[config.mk]
export PLATFORM = sky130hd
export DESIGN_NAME = framed_serializer
export DESIGN_NICKNAME = d
export VERILOG_FILES = /design/src/rtl/ser_pkg.sv /design/src/rtl/ser_ctrl.sv /design/src/rtl/ser_dpath.sv /design/src/rtl/framed_serializer.sv
export SDC_FILE = /design/constraint.sdc
export NUM_CORES = 1
export LEC_CHECK = 0
export BUFFER_PORTS_ARGS = -buffer_cell sky130_fd_sc_hd__buf_4
export CORE_AREA = 2 2 39 41
export CTS_CLUSTER_DIAMETER = 120
export DETAILED_ROUTE_END_ITERATION = 12
export DIE_AREA = 0 0 41 43
export PLACE_DENSITY_LB_ADDON = 0.25
export SLEW_MARGIN = 30
export SYNTH_ARGS = -nofsm -noshare
export SYNTH_HDL_FRONTEND = slang
export SYNTH_SLANG_ARGS = --single-unit
[constraint.sdc]
create_clock -name clk -period 1.55 [get_ports clk]
set_input_delay 0.31 -clock clk [delete_from_list [all_inputs] [get_ports clk]]
set_output_delay 0.31 -clock clk [all_outputs]
set_load 0.005 [all_outputs]
[src/rtl/ser_pkg.sv]
package ser_pkg;

  // Strobes passed from the control to the datapath each cycle.
  typedef struct packed {
    logic active;     // a bit is being sent this cycle
    logic markFirst;  // this bit is bit 0 of the frame
    logic markLast;   // this bit is the top bit of the frame
  } serStrobeT;

endpackage

[src/rtl/ser_ctrl.sv]
module ser_ctrl
  import ser_pkg::*;
#(
  parameter int WORD_W = 8,
  parameter int CNT_W  = $clog2(WORD_W + 1),
  parameter int IDX_W  = $clog2(WORD_W)
) (
  input  logic             clk,
  input  logic             rst,
  input  logic             launch,
  output serStrobeT        strobe,
  output logic [IDX_W-1:0] bitIdx
);

  localparam logic [CNT_W-1:0] IDLE_CNT = CNT_W'(WORD_W);
  localparam logic [CNT_W-1:0] LAST_CNT = CNT_W'(WORD_W - 1);

  logic [CNT_W-1:0] count;
  logic [CNT_W-1:0] effCount;
  logic [CNT_W-1:0] nextCount;

  // A launch overrides the stored count within the same cycle.
  assign effCount = launch ? '0 : count;
  assign bitIdx   = effCount[IDX_W-1:0];

  always_comb begin
    strobe    = '0;
    nextCount = count;
    if (effCount == '0) begin
      strobe.active    = 1'b1;
      strobe.markFirst = 1'b1;
      nextCount        = effCount + 1'b1;
    end else if (effCount == LAST_CNT) begin
      strobe.active    = 1'b1;
      strobe.markLast  = 1'b1;
      nextCount        = IDLE_CNT;
    end else if (effCount < LAST_CNT) begin
      strobe.active    = 1'b1;
      nextCount        = effCount + 1'b1;
    end else begin
      nextCount        = IDLE_CNT;
    end
  end

  always_ff @(posedge clk) begin
    if (rst) count <= IDLE_CNT;
    else     count <= nextCount;
  end

endmodule

[src/rtl/ser_dpath.sv]
module ser_dpath
  import ser_pkg::*;
#(
  parameter int WORD_W = 8,
  parameter int IDX_W  = $clog2(WORD_W)
) (
  input  logic [WORD_W-1:0] dataIn,
  input  serStrobeT         strobe,
  input  logic [IDX_W-1:0]  bitIdx,
  output logic              serOut,
  output logic              serFirst,
  output logic              serLast
);

  logic [WORD_W-1:0] hit;

  // AND-OR bit select: one term per bit position, gated by the active strobe.
  for (genvar g = 0; g < WORD_W; g++) begin : gSel
    assign hit[g] = strobe.active && (bitIdx == IDX_W'(g)) && dataIn[g];
  end

  assign serOut   = |hit;
  assign serFirst = strobe.markFirst;
  assign serLast  = strobe.markLast;

endmodule

[src/rtl/framed_serializer.sv]
module framed_serializer
  import ser_pkg::*;
#(
  parameter int WORD_W = 8
) (
  input  logic              clk,
  input  logic              rst,
  input  logic [WORD_W-1:0] dataIn,
  input  logic              launch,
  output logic              serOut,
  output logic              serFirst,
  output logic              serLast
);

  localparam int CNT_W = $clog2(WORD_W + 1);
  localparam int IDX_W = $clog2(WORD_W);

  serStrobeT        strobe;
  logic [IDX_W-1:0] bitIdx;

  ser_ctrl #(.WORD_W(WORD_W), .CNT_W(CNT_W), .IDX_W(IDX_W)) uCtrl (
    .clk    (clk),
    .rst    (rst),
    .launch (launch),
    .strobe (strobe),
    .bitIdx (bitIdx)
  );

  ser_dpath #(.WORD_W(WORD_W), .IDX_W(IDX_W)) uDpath (
    .dataIn   (dataIn),
    .strobe   (strobe),
    .bitIdx   (bitIdx),
    .serOut   (serOut),
    .serFirst (serFirst),
    .serLast  (serLast)
  );

endmodule

==> results of run 1 <==
## metrics by stage
step / area (um^2) / instances / utilization [%]
after floorplan: 280.3 / 32 / -
after global placement: 427.9 / 65 / 30.92
after detailed placement: 427.9 / 65 / 30.92
after CTS: 480.5 / 69 / 34.72
after global routing: 529.3 / 70 / 38.25
final: 529.3 / 70 / 38.25
## cells in the mapped netlist
master                     count
sky130_fd_sc_hd__nand3b_1      1
sky130_fd_sc_hd__a21oi_1       2
sky130_fd_sc_hd__nor2b_1       1
sky130_fd_sc_hd__nand2_1       2
sky130_fd_sc_hd__dfxtp_1       4
sky130_fd_sc_hd__a22o_1        2
sky130_fd_sc_hd__inv_1         5
sky130_fd_sc_hd__o21bai_2      1
sky130_fd_sc_hd__a221oi_2      2
sky130_fd_sc_hd__ha_1          5
sky130_fd_sc_hd__nor2_1        6
sky130_fd_sc_hd__o22ai_1       1
## what timing repair did
| action | in CTS | in global routing |
|---|---|---|
| pin swaps | 1 | 7 |
| hold buffers | 0 | 0 |
| setup buffers | 1 | 3 |
| setup endpoints to repair | 2 | 2 |
| resized for setup | 8 | 11 |
## power by group through the flow
stage / combinational [uW] / clock (uW) / sequential [uW]
final: 78.5 / 127 / 113
after detailed placement: 69.9 / 0 / 112
after CTS: 73.5 / 133 / 111
after floorplan: 30.5 / 0 / 112
after global routing: 86.1 / 143 / 113
after global placement: 69.3 / 0 / 112
## routing by layer
| metal | up-vias | wire length [um] | GRT usage [%] |
|---|---|---|---|
| met4 | 0 | 0 | 2.000 |
| met1 | 128 | 254 | 8.013 |
| met2 | 8 | 276 | 13.44 |
| met3 | 0 | 37 | 4.712 |
| met5 | - | 0 | 0 |
| li1 | 154 | - | - |
## kinds of logic (layout without fill, tap and decap cells)
group / Yosys count / count (layout) / synth area share, %
buffers and inverters: 5 / 27 / 6.697
DFF: 4 / 4 / 28.57
and+or+nand+nor: 10 / 10 / 15.63
adders and majority gates: 5 / 5 / 22.32
AOI/OAI and AO/OA: 8 / 8 / 26.79
## cell type report
| class | count | share of cell area, % |
|---|---|---|
| Multi-Input combinational cell | 23 | 44.21 |
| Timing Repair Buffer | 19 | 27.66 |
| Sequential cell | 4 | 15.60 |
| Inverter | 5 | 4.492 |
| Clock buffer | 3 | 4.255 |
| Tap cell | 16 | 3.783 |
## worst max path at each step
stage	from	end	slack, ns	depth (start not counted)
2_1_floorplan	launch	serOut	0.04	7
3_3_place_gp	launch	serOut	-0.24	9
3_5_place_dp	launch	serOut	-0.25	9
4_1_cts	uCtrl.count[1]	serOut	-0.27	7
5_1_grt	uCtrl.count[1]	serOut	-0.33	7
6_report	uCtrl.count[1]	serOut	-0.23	7
## worst max-delay path, delay by kind of cell (launching register included)
family	cells	cell delay (ns)
AND/OR/NAND/NOR	1	0.07
AO/OA/AOI/OAI	3	0.51
adder cells (fa/ha/maj)	1	0.15
buffers and inverters	2	0.19
flip-flops	1	0.32
==> metrics.sh, run 1 <==
LAYOUT.FILLER_CELLS=153
LARGEST-REGISTER='uCtrl.count'
FINALCRITPERIODSHARE_PCT=115.1
POST_SYNTHESIS_CELL_TYPE_COUNT=12
POWER.SWITCHING_FRACTION_PCT=23.79
ROUTED-VIA-COUNT=290
STATUS='finished with violations'
HOLDPATHEND='uCtrl.count[3]'
ARRIVAL_NS=1.47
STARTPOINT_OF_THE_WORST_SLACK_REG_TO_REG_TIMING_PATH='uCtrl.count[1]'
SYN-CELL-AREA_UM2=280.3
POWER_FRAC_COMB_PCT=24.6
FINAL.SETUP.TNS_NS=-0.2333
POWER_FRAC_SEQ_PCT=35.4
CTS-HTREE-LEVELS=1
ROW_COUNT=14
REG2REGPATHDEPTH=8
GRT_SETUP_UNREPAIRED='yes'
FINAL_COMMON_CELL='sky130_fd_sc_hd__buf_4'
TIMING.CRITICAL_PATH.CELLS='nand2_4, inv_4, ha_4, a22o_1, a221oi_2, o22ai_1, buf_4'
TIMING_MAX_TRANSITION_VIOLATIONS_FINAL=0
ANTENNA_LEFT=0
DETAILEDROUTE.FIRSTITERATIONVIOLATIONS=2
GRT_RESIDUAL_OVERFLOW=0
HOLD-WORST-SLACK_NS=0.3191
LARGEST_NET_DEGREE_AT_THE_START_OF_GLOBAL_ROUTING=5
CRITPATHKIND='flop to output port'
ROUTED_VIA_DENSITY=4.143
LAYOUT_TOP_REGISTERS='uCtrl.count (4)'
YOSYS-TOP-CELLS-AREA='sky130_fd_sc_hd__dfxtp_1, sky130_fd_sc_hd__ha_1, sky130_fd_sc_hd__a221oi_2, sky130_fd_sc_hd__nor2_1, sky130_fd_sc_hd__inv_1'
YS_SEQ_ELEMENTS=4
SYNTH_TOP_CELL_AREA_SHARE_PCT=28.57
HOLD_PATH.CLASS='input pin to flop'
DRT_WIRELENGTH_UM=568
AREA_GROWTH_PCT=88.84
SYNTHESIS.YOSYS.WARNINGS=0
WORST_IR_DROP_VDD_V=0.0003480
GRT_ANTENNA_BEFORE_REPAIR=0
CTS_MADE_BUFFERS=3
FIRST_GLOBAL_VIAS=288
SEQUENTIAL_CELL_AREA_UM2=82.58
DIE_HEIGHT_UM=43
PLACEMENT.IO_BUFFERS=13
GPL.FINAL_WEIGHTED_CONGESTION=0.5706
DETAIL_ROUTE.DRC_VIOLATIONS=0
MULTI_INPUT_AREA_UM2=234.0
CTS-ROOT-BUF='sky130_fd_sc_hd__clkbuf_4'
POST_SYNTH_INST_COUNT=32
SYN_AVG_CELL_AREA_UM2=8.758
CLOCK-SINKS=4
CLOCK_INSERTION_DELAY_WORST_SKEW_NS=0.23
CRITPATHCAPTURETYPE='output port'
CLOCK_TREE.BUFFER_DEPTH=2
FIN_TOTAL_PWR_uW=318.6
TIMING.FINAL.SETUP_VIOLATIONS=1
MOST_FREQUENT_CELLS_IN_THE_LAYOUT='sky130_fd_sc_hd__buf_4, sky130_fd_sc_hd__nor2_1, sky130_fd_sc_hd__ha_4, sky130_fd_sc_hd__clkbuf_4'
DRIVE_ABOVE_1_SHARE_PCT=66.67
TIMING.FINAL.WS_SETUP_NS=-0.2333
DRT_PRE_ANTENNA_ITERS=4
CRIT_PATH_MAX_INCR_DELAY_NS=0.32
FINALCRITICALPERIOD_NS=1.783
GRT_PASS1_WL_UM=966
DETAILEDPLACEMENTHPWL_UM=480.4
LARGEST_REG_FLOPS=4
SYNTH_FP_NETS=48
DIODES=0
DIEWIDTH_UM=41
ROUTED_LEN_INST_UM=8.114
CLKSLEWWORSTSETUPHOLDPATHS_NS=0.04
P_SWITCHING_uW=75.79
PLACEMENT.SETUP.WORST_SLACK_NS=-0.2485
SLEW_MARGIN_REL_PCT=86.39
HOLD_VIOLATIONS=0
WORSTPATHMAXFANOUT=3
SHARE_CLK_OF_TOTAL_POWER_PCT=40.0
WORSTREG2REGEND='uCtrl.count[2]'
WORSTSETUPSTARTPOINTTYPE='flop'
TRITONCTS='yes'
NUM-NETS-FINAL=72
CELL_INTERNAL_PWR_uW=242.8
SYNTH_TOP_AREA_CELL='sky130_fd_sc_hd__dfxtp_1'
CRITICAL_PATH_REQUIRED_NS=1.24
SYNTH.YOSYS.SEQ_AREA_SHARE_PCT=28.57
POWER_PER_CELL_AREA_mW_PER_MM2=602.0
WORST-SLEW-PIN-TRANSITION_NS=0.2041
GLOBALROUTETOTALUTIL_PCT=8.024
WORSTHOLDSTART='rst'
TIMING.CLOCK.SKEW_NS=0.007276
CLOCK.FMAX_MHz=560.8
POWER_LEAKAGE_uW=0.0002484
HOLD_PATH_DEPTH=2
IO_PINS=14
MAX_CAP_VIOLATIONS=0
RRSETUPSLACK_NS=0.28
CPMAXSTAGEDELAYCELL='sky130_fd_sc_hd__dfxtp_2'
FLOORPLAN.INITIALDENSITY_PCT=20.25
VIOLATIONS='negative setup slack'
PLACEABLECOREAREA_MM2=0.001384
DIE-AREA_MM2=0.001763
Power figures use the tool's default switching activity.
==> inputs of run 2 (changes only) <==
CAP_MARGIN = 0   (was default)
CELL_PAD_IN_SITES_DETAIL_PLACEMENT = 0   (was default)
CELL_PAD_IN_SITES_GLOBAL_PLACEMENT = 2   (was default)
CORE_AREA = default   (was 2 2 39 41)
CORE_MARGIN = 2   (was default)
CORE_UTILIZATION = 21   (was default)
DIE_AREA = default   (was 0 0 41 43)
==> run 2 against run 1 <==
The run still ends with negative setup slack left. Design area down 2.1%. Die area down 6.8%. Worst hold slack better by 0.0028 ns. Sequential share of layout area up 0.34 points. Combinational power up 1%. Setup slack better by 0.0066 ns. Core utilization up 2.6 points. Cell count down 4.3%. Global-route usage up 2.9 points. Critical path depth unchanged. Routed wire length up 26%. First-iteration DRC count up 100%. Critical path type unchanged. Largest power group unchanged. Highest routed layer is now met4.
==> metrics.sh, run 2 (synthesis results as in run 1) <==
STATUS='finished with violations'
VIOLATIONS='negative setup slack'
CELL_INTERNAL_PWR_uW=241.6
MAX_CAP_VIOLATIONS=0
PLACEABLECOREAREA_MM2=0.001269
CTS_HOLD_BUF=0
POWER_LEAKAGE_uW=0.0002371
POWER.SWITCHING_FRACTION_PCT=23.61
ROUTED_LEN_INST_UM=10.67
CTS_MADE_BUFFERS=3
GRT_ANTENNA_BEFORE_REPAIR=0
SLEW_MARGIN_REL_PCT=87.34
SHARE_CLK_OF_TOTAL_POWER_PCT=39.2
PLACED_AREA_UM2=426.7
WORSTHOLDSTART='rst'
TIMING.FINAL.WS_SETUP_NS=-0.2267
FINALCRITICALPERIOD_NS=1.777
CPMAXSTAGEDELAYCELL='sky130_fd_sc_hd__dfxtp_2'
STARTPOINT_OF_THE_WORST_SLACK_REG_TO_REG_TIMING_PATH='uCtrl.count[0]'
GRT_RESIDUAL_OVERFLOW=0
WORSTPATHMAXFANOUT=3
CLOCK-SINKS=4
CLKSLEWWORSTSETUPHOLDPATHS_NS=0.04
FIN_TOTAL_PWR_uW=316.3
AREA_GROWTH_PCT=84.82
IO_PINS=14
DRT_WIRELENGTH_UM=715
MULTI_INPUT_AREA_UM2=239.0
DIE_HEIGHT_UM=40.53
DIEWIDTH_UM=40.53
TIMING.FINAL.SETUP_VIOLATIONS=1
FIRST_GLOBAL_VIAS=276
P_SWITCHING_uW=74.67
CRITICAL_PATH_REQUIRED_NS=1.24
FINAL_CORE_UTILIZATION_PCT=40.83
ROUTED-VIA-COUNT=300
CTS-ROOT-BUF='sky130_fd_sc_hd__clkbuf_4'
HOLD_PATH_DEPTH=2
DETAIL_ROUTE.DRC_VIOLATIONS=0
ROUTED_VIA_DENSITY=4.478
POWER_FRAC_SEQ_PCT=35.7
LARGEST_NET_DEGREE_AT_THE_START_OF_GLOBAL_ROUTING=5
LAYOUT_TOP_REGISTERS='uCtrl.count (4)'
DRIVE_ABOVE_1_SHARE_PCT=69.23
CRIT_PATH_MAX_INCR_DELAY_NS=0.32
ARRIVAL_NS=1.47
CLOCK.FMAX_MHz=562.8
DETAILEDROUTE.FIRSTITERATIONVIOLATIONS=4
CRITPATHCAPTURETYPE='output port'
DRT_PRE_ANTENNA_ITERS=4
PLACEMENT.SETUP.WORST_SLACK_NS=-0.2675
DETAILEDPLACEMENTHPWL_UM=587.8
FINAL_COMMON_CELL='sky130_fd_sc_hd__buf_4'
WORST-SLEW-PIN-TRANSITION_NS=0.1897
WORST_IR_DROP_VDD_V=0.0004128
HOLD-WORST-SLACK_NS=0.3219
CRITPATHKIND='flop to output port'
HOLD_VIOLATIONS=0
TIMING.CLOCK.SKEW_NS=0.001790
DIE-AREA_MM2=0.001643
ROW_COUNT=13
POWER_PER_CELL_AREA_mW_PER_MM2=610.6
LARGEST-REGISTER='uCtrl.count'
LARGEST_REG_FLOPS=4
ANTENNA_LEFT=0
GRT_PASS1_WL_MM=1.124
HOLDPATHEND='uCtrl.count[3]'
FINALCRITPERIODSHARE_PCT=114.6
HOLD_PATH.CLASS='input pin to flop'
LAYOUT.FILLER_CELLS=139
REG2REGPATHDEPTH=7
MOST_FREQUENT_CELLS_IN_THE_LAYOUT='sky130_fd_sc_hd__buf_4, sky130_fd_sc_hd__nor2_1, sky130_fd_sc_hd__ha_4, sky130_fd_sc_hd__clkbuf_4'
TIMING_MAX_TRANSITION_VIOLATIONS_FINAL=0
PLACEMENT.IO_BUFFERS=13
DIODES=0
TIMING.CRITICAL_PATH.CELLS='nand2_4, inv_4, ha_4, a22o_1, a221oi_2, o22ai_1, buf_4'
NUM-NETS-FINAL=70
SEQUENTIAL_CELL_AREA_UM2=82.58
GRT_SETUP_UNREPAIRED='yes'
FINALINSTANCEAREA_UM2=518.0
GLOBALROUTETOTALUTIL_PCT=10.91
FLOORPLAN.INITIALDENSITY_PCT=22.09
CLOCK_INSERTION_DELAY_WORST_SKEW_NS=0.23
CLOCK_TREE.BUFFER_DEPTH=2
RRSETUPSLACK_NS=0.37
WORSTREG2REGEND='uCtrl.count[2]'
CTS-HTREE-LEVELS=1
GPL.FINAL_WEIGHTED_CONGESTION=0.6812
TRITONCTS='yes'
WORSTSETUPSTARTPOINTTYPE='flop'
POWER_FRAC_COMB_PCT=25.1
[run 2: changes by cell type in the layout (fill, tap and decap cells not counted)]
| cell | before | now |
|---|---|---|
| sky130_fd_sc_hd__nor2_2 | 0 | 1 |
| sky130_fd_sc_hd__ha_2 | 0 | 1 |
| sky130_fd_sc_hd__nor2_1 | 6 | 5 |
| sky130_fd_sc_hd__buf_4 | 18 | 16 |
| sky130_fd_sc_hd__ha_1 | 2 | 1 |
[run 2: routing by layer]
metal,vias up,share of wire [%],track usage [%]
met5,-,0,0
met4,0,1.5,7.500
met3,2,12,3.889
met2,13,47,17.46
met1,136,40,11.84
li1,149,-,-
[run 2: worst max-delay path: cells and delay by family, from the launching register on]
family | cells | cell delay [ns]
AOI/OAI and AO/OA | 3 | 0.51
and+or+nand+nor | 1 | 0.07
adders and majority gates | 1 | 0.15
buffers and inverters | 2 | 0.19
DFF | 1 | 0.32
[run 2: worst max-delay path by stage]
| stage | endpoint | cells after the start | from | slack (ns) |
|---|---|---|---|---|
| floorplan | serOut | 7 | launch | 0.04 |
| global placement | serOut | 9 | launch | -0.24 |
| detailed placement | serOut | 8 | launch | -0.27 |
| CTS | serOut | 7 | uCtrl.count[1] | -0.23 |
| global route | serOut | 7 | uCtrl.count[1] | -0.34 |
| finish | serOut | 7 | uCtrl.count[1] | -0.23 |
[run 2: cell type report]
class,count,area share [%]
Clock buffer,3,4.348
Inverter,5,4.589
Multi-Input combinational cell,23,46.14
Sequential cell,4,15.94
Tap cell,15,3.623
Timing Repair Buffer,17,25.36
[run 2: power by group through the flow]
| stage | Clock, uW | Sequential (uW) | Combinational (uW) |
|---|---|---|---|
| after floorplan | 0 | 112 | 30.5 |
| after global placement | 0 | 112 | 68.1 |
| after detailed placement | 0 | 112 | 70.2 |
| after CTS | 130 | 113 | 78.6 |
| after global routing | 140 | 114 | 87.6 |
| final | 124 | 113 | 79.4 |
[run 2: metrics by stage]
step | TNS, ns | cells
after CTS | -0.2298 | 67
after detailed placement | -0.3663 | 64
after global placement | -0.2900 | 64
after floorplan | 0 | 32
final | -0.2267 | 67
after global routing | -0.3546 | 67
[run 2: timing repair]
action	in CTS	in global routing
endpoints found under the hold margin	0	0
gates resized for setup	18	3
setup endpoints to repair	2	2
buffers inserted	1	0
pin swaps	6	1
==> inputs of run 3 (changes only) <==
CORE_MARGIN = default   (was 2)
SLEW_MARGIN = default   (was 30)
==> run 3 against run 2 <==
The flow still finishes with violations (negative setup slack). Cell count rose by 3.0%. Power up 1.6%. Combinational power up 3%. Highest routed layer is now met3. Fmax about the same. Setup slack worse by 0.0014 ns. First-iteration DRC count unchanged. Global-route usage grew 1.1 points. Via count rose by 1.0%. Clock-buffer cell count did not move. Non-clock buffer count rose by 3. Clock power about the same. Routed wire length grew 2.8%.
==> metrics.sh, run 3 (synthesis results as in run 1) <==
TIMING_MAX_TRANSITION_VIOLATIONS_FINAL=0
ROUTED_VIA_DENSITY=4.391
GLOBALROUTETOTALUTIL_PCT=12.02
MOST_FREQUENT_CELLS_IN_THE_LAYOUT='sky130_fd_sc_hd__buf_4, sky130_fd_sc_hd__nor2_1, sky130_fd_sc_hd__ha_4, sky130_fd_sc_hd__clkbuf_4'
DETAILEDROUTE.FIRSTITERATIONVIOLATIONS=4
FINALINSTANCEAREA_UM2=535.5
ROUTED-VIA-COUNT=303
SLEW_MARGIN_REL_PCT=87.37
GROUTE.LAYER.MET1.USAGE_PCT=11.62
CTS-HTREE-LEVELS=1
FLOORPLAN.INITIALDENSITY_PCT=23.93
CLOCK_INSERTION_DELAY_WORST_SKEW_NS=0.23
MULTI_INPUT_AREA_UM2=239.0
DRIVE_ABOVE_1_SHARE_PCT=70.91
ROUTED_LEN_INST_UM=10.65
AREA_GROWTH_PCT=91.07
WORSTREG2REGEND='uCtrl.count[0]'
GRT_RESIDUAL_OVERFLOW=0
TIMING.CRITICAL_PATH.CELLS='nand2_4, inv_4, ha_4, a22o_1, a221oi_2, o22ai_1, buf_4'
FIRST_GLOBAL_VIAS=327
CLOCK.FMAX_MHz=562.4
FINAL.SETUP.TNS_NS=-0.2281
ANTENNA_LEFT=0
GRT_PASS1_WL_MM=1.248
STARTPOINT_OF_THE_WORST_SLACK_REG_TO_REG_TIMING_PATH='uCtrl.count[0]'
CLOCK-SINKS=4
MAX_CAP_VIOLATIONS=0
DRT_PRE_ANTENNA_ITERS=4
PLACEMENT.SETUP.WORST_SLACK_NS=-0.2726
SEQUENTIAL_CELL_AREA_UM2=82.58
FINALCRITICALPERIOD_NS=1.778
GRT_ANTENNA_BEFORE_REPAIR=0
STATUS='finished with violations'
NUM-NETS-FINAL=73
DIE_HEIGHT_UM=38.53
LARGEST_NET_DEGREE_AT_THE_START_OF_GLOBAL_ROUTING=5
TIMING.FINAL.SETUP_VIOLATIONS=1
LARGEST_REG_FLOPS=4
SETUP.WORST_PATH.START='uCtrl.count[1]'
GLOBALROUTE.BUSIESTLAYER='met2'
RRSETUPSLACK_NS=0.23
LAYOUT_TOP_REGISTERS='uCtrl.count (4)'
DETAIL_ROUTE.DRC_VIOLATIONS=0
DIEWIDTH_UM=38.53
REG2REGPATHDEPTH=8
CLOCK_TREE.BUFFER_DEPTH=2
CTS_MADE_BUFFERS=3
CTS-ROOT-BUF='sky130_fd_sc_hd__clkbuf_4'
FINAL_COMMON_CELL='sky130_fd_sc_hd__buf_4'
FINAL_CELL_COUNT_NO_FILL=69
POWER_PER_CELL_AREA_mW_PER_MM2=599.8
FINALCRITPERIODSHARE_PCT=114.7
WORST_IR_DROP_VDD_V=0.0002497
HOLD_VIOLATIONS=0
TIMING.CLOCK.SKEW_NS=0.005017
VIOLATIONS='negative setup slack'
WORST_SETUP_PATH_ENDPOINT='serOut'
PLACEABLECOREAREA_MM2=0.001171
DP_CELLS=63
LARGEST-REGISTER='uCtrl.count'
DIODES=0
CLKSLEWWORSTSETUPHOLDPATHS_NS=0.04
CRITICAL_PATH_REQUIRED_NS=1.24
WORSTSETUPSTARTPOINTTYPE='flop'
DRT_WIRELENGTH_UM=735
CRIT_PATH_MAX_INCR_DELAY_NS=0.32
LAYOUT.FILLER_CELLS=120
CRITPATHCAPTURETYPE='output port'
TIMING.FINAL.WS_SETUP_NS=-0.2281
CRITPATHKIND='flop to output port'
GRTUSAGEMET2_PCT=25.42
PLACEMENT.IO_BUFFERS=13
GRT_SETUP_UNREPAIRED='yes'
ARRIVAL_NS=1.47
ROW_COUNT=12
DIE-AREA_MM2=0.001485
GPL.FINAL_WEIGHTED_CONGESTION=0.6746
GRT_USE_MET3_PCT=3.488
PLACED_AREA_UM2=425.4
WORST-SLEW-PIN-TRANSITION_NS=0.1893
CPMAXSTAGEDELAYCELL='sky130_fd_sc_hd__dfxtp_2'
POWER_LEAKAGE_uW=0.0002497
IO_PINS=14
HOLD_PATH.CLASS='input pin to flop'
WORSTPATHMAXFANOUT=3
TRITONCTS='yes'
## run 3: how the worst min path moves through the flow
stage                   startpoint        endpoint  slack (ns)  cells past startpoint
global placement    uCtrl.count[2]  uCtrl.count[2]        0.53                      2
floorplan                   launch  uCtrl.count[3]        0.44                      1
global route                   rst  uCtrl.count[3]        0.33                      2
detailed placement  uCtrl.count[2]  uCtrl.count[2]        0.55                      2
CTS                            rst  uCtrl.count[3]        0.32                      2
finish                         rst  uCtrl.count[3]        0.32                      2
## run 3: metal layers
layer  up-vias  part of all wire (%)
li1        158                     -
met1       139                    38
met2         6                    58
met3         0                   3.5
met4         0                     0
met5         -                     0
## run 3: cell type report
type | count | share of cell area (%)
well taps | 14 | 3.271
clock buffers | 3 | 4.206
flip-flops and latches | 4 | 15.42
multi-input cells | 23 | 44.63
inverters | 5 | 4.439
repair buffers | 20 | 28.04
## run 3: timing repair
item | in CTS | in global routing
endpoints found under the hold margin | 0 | 0
buffers inserted | 5 | 0
gates resized for setup | 20 | 0
cloned | 0 | 0
hold buffers | 0 | 0
setup endpoints to repair | 2 | 2
pin swaps | 6 | 0
## run 3: report_power, final
part / internal, uW / switching, uW
clock network: 86.5 / 40.6
registers: 109 / 3.57
logic: 48.1 / 33.3
total: 244 / 77.5
## run 3: stage by stage
stage               util [%]  hold WS, ns  power [uW]
floorplan                  -       0.4443       142.0
global placement       36.32       0.5261       180.5
detailed placement     36.32       0.5468       182.6
CTS                    45.73       0.3181       325.8
global route           45.73       0.3314       341.3
finish                 45.73       0.3215       321.2
## run 3: worst max-delay path, delay by kind of cell (launching register included)
kind	cells	cell delay (ns)
compound gates	3	0.50
flops	1	0.32
buf+inv	2	0.19
fa+ha+maj	1	0.15
simple gates	1	0.07
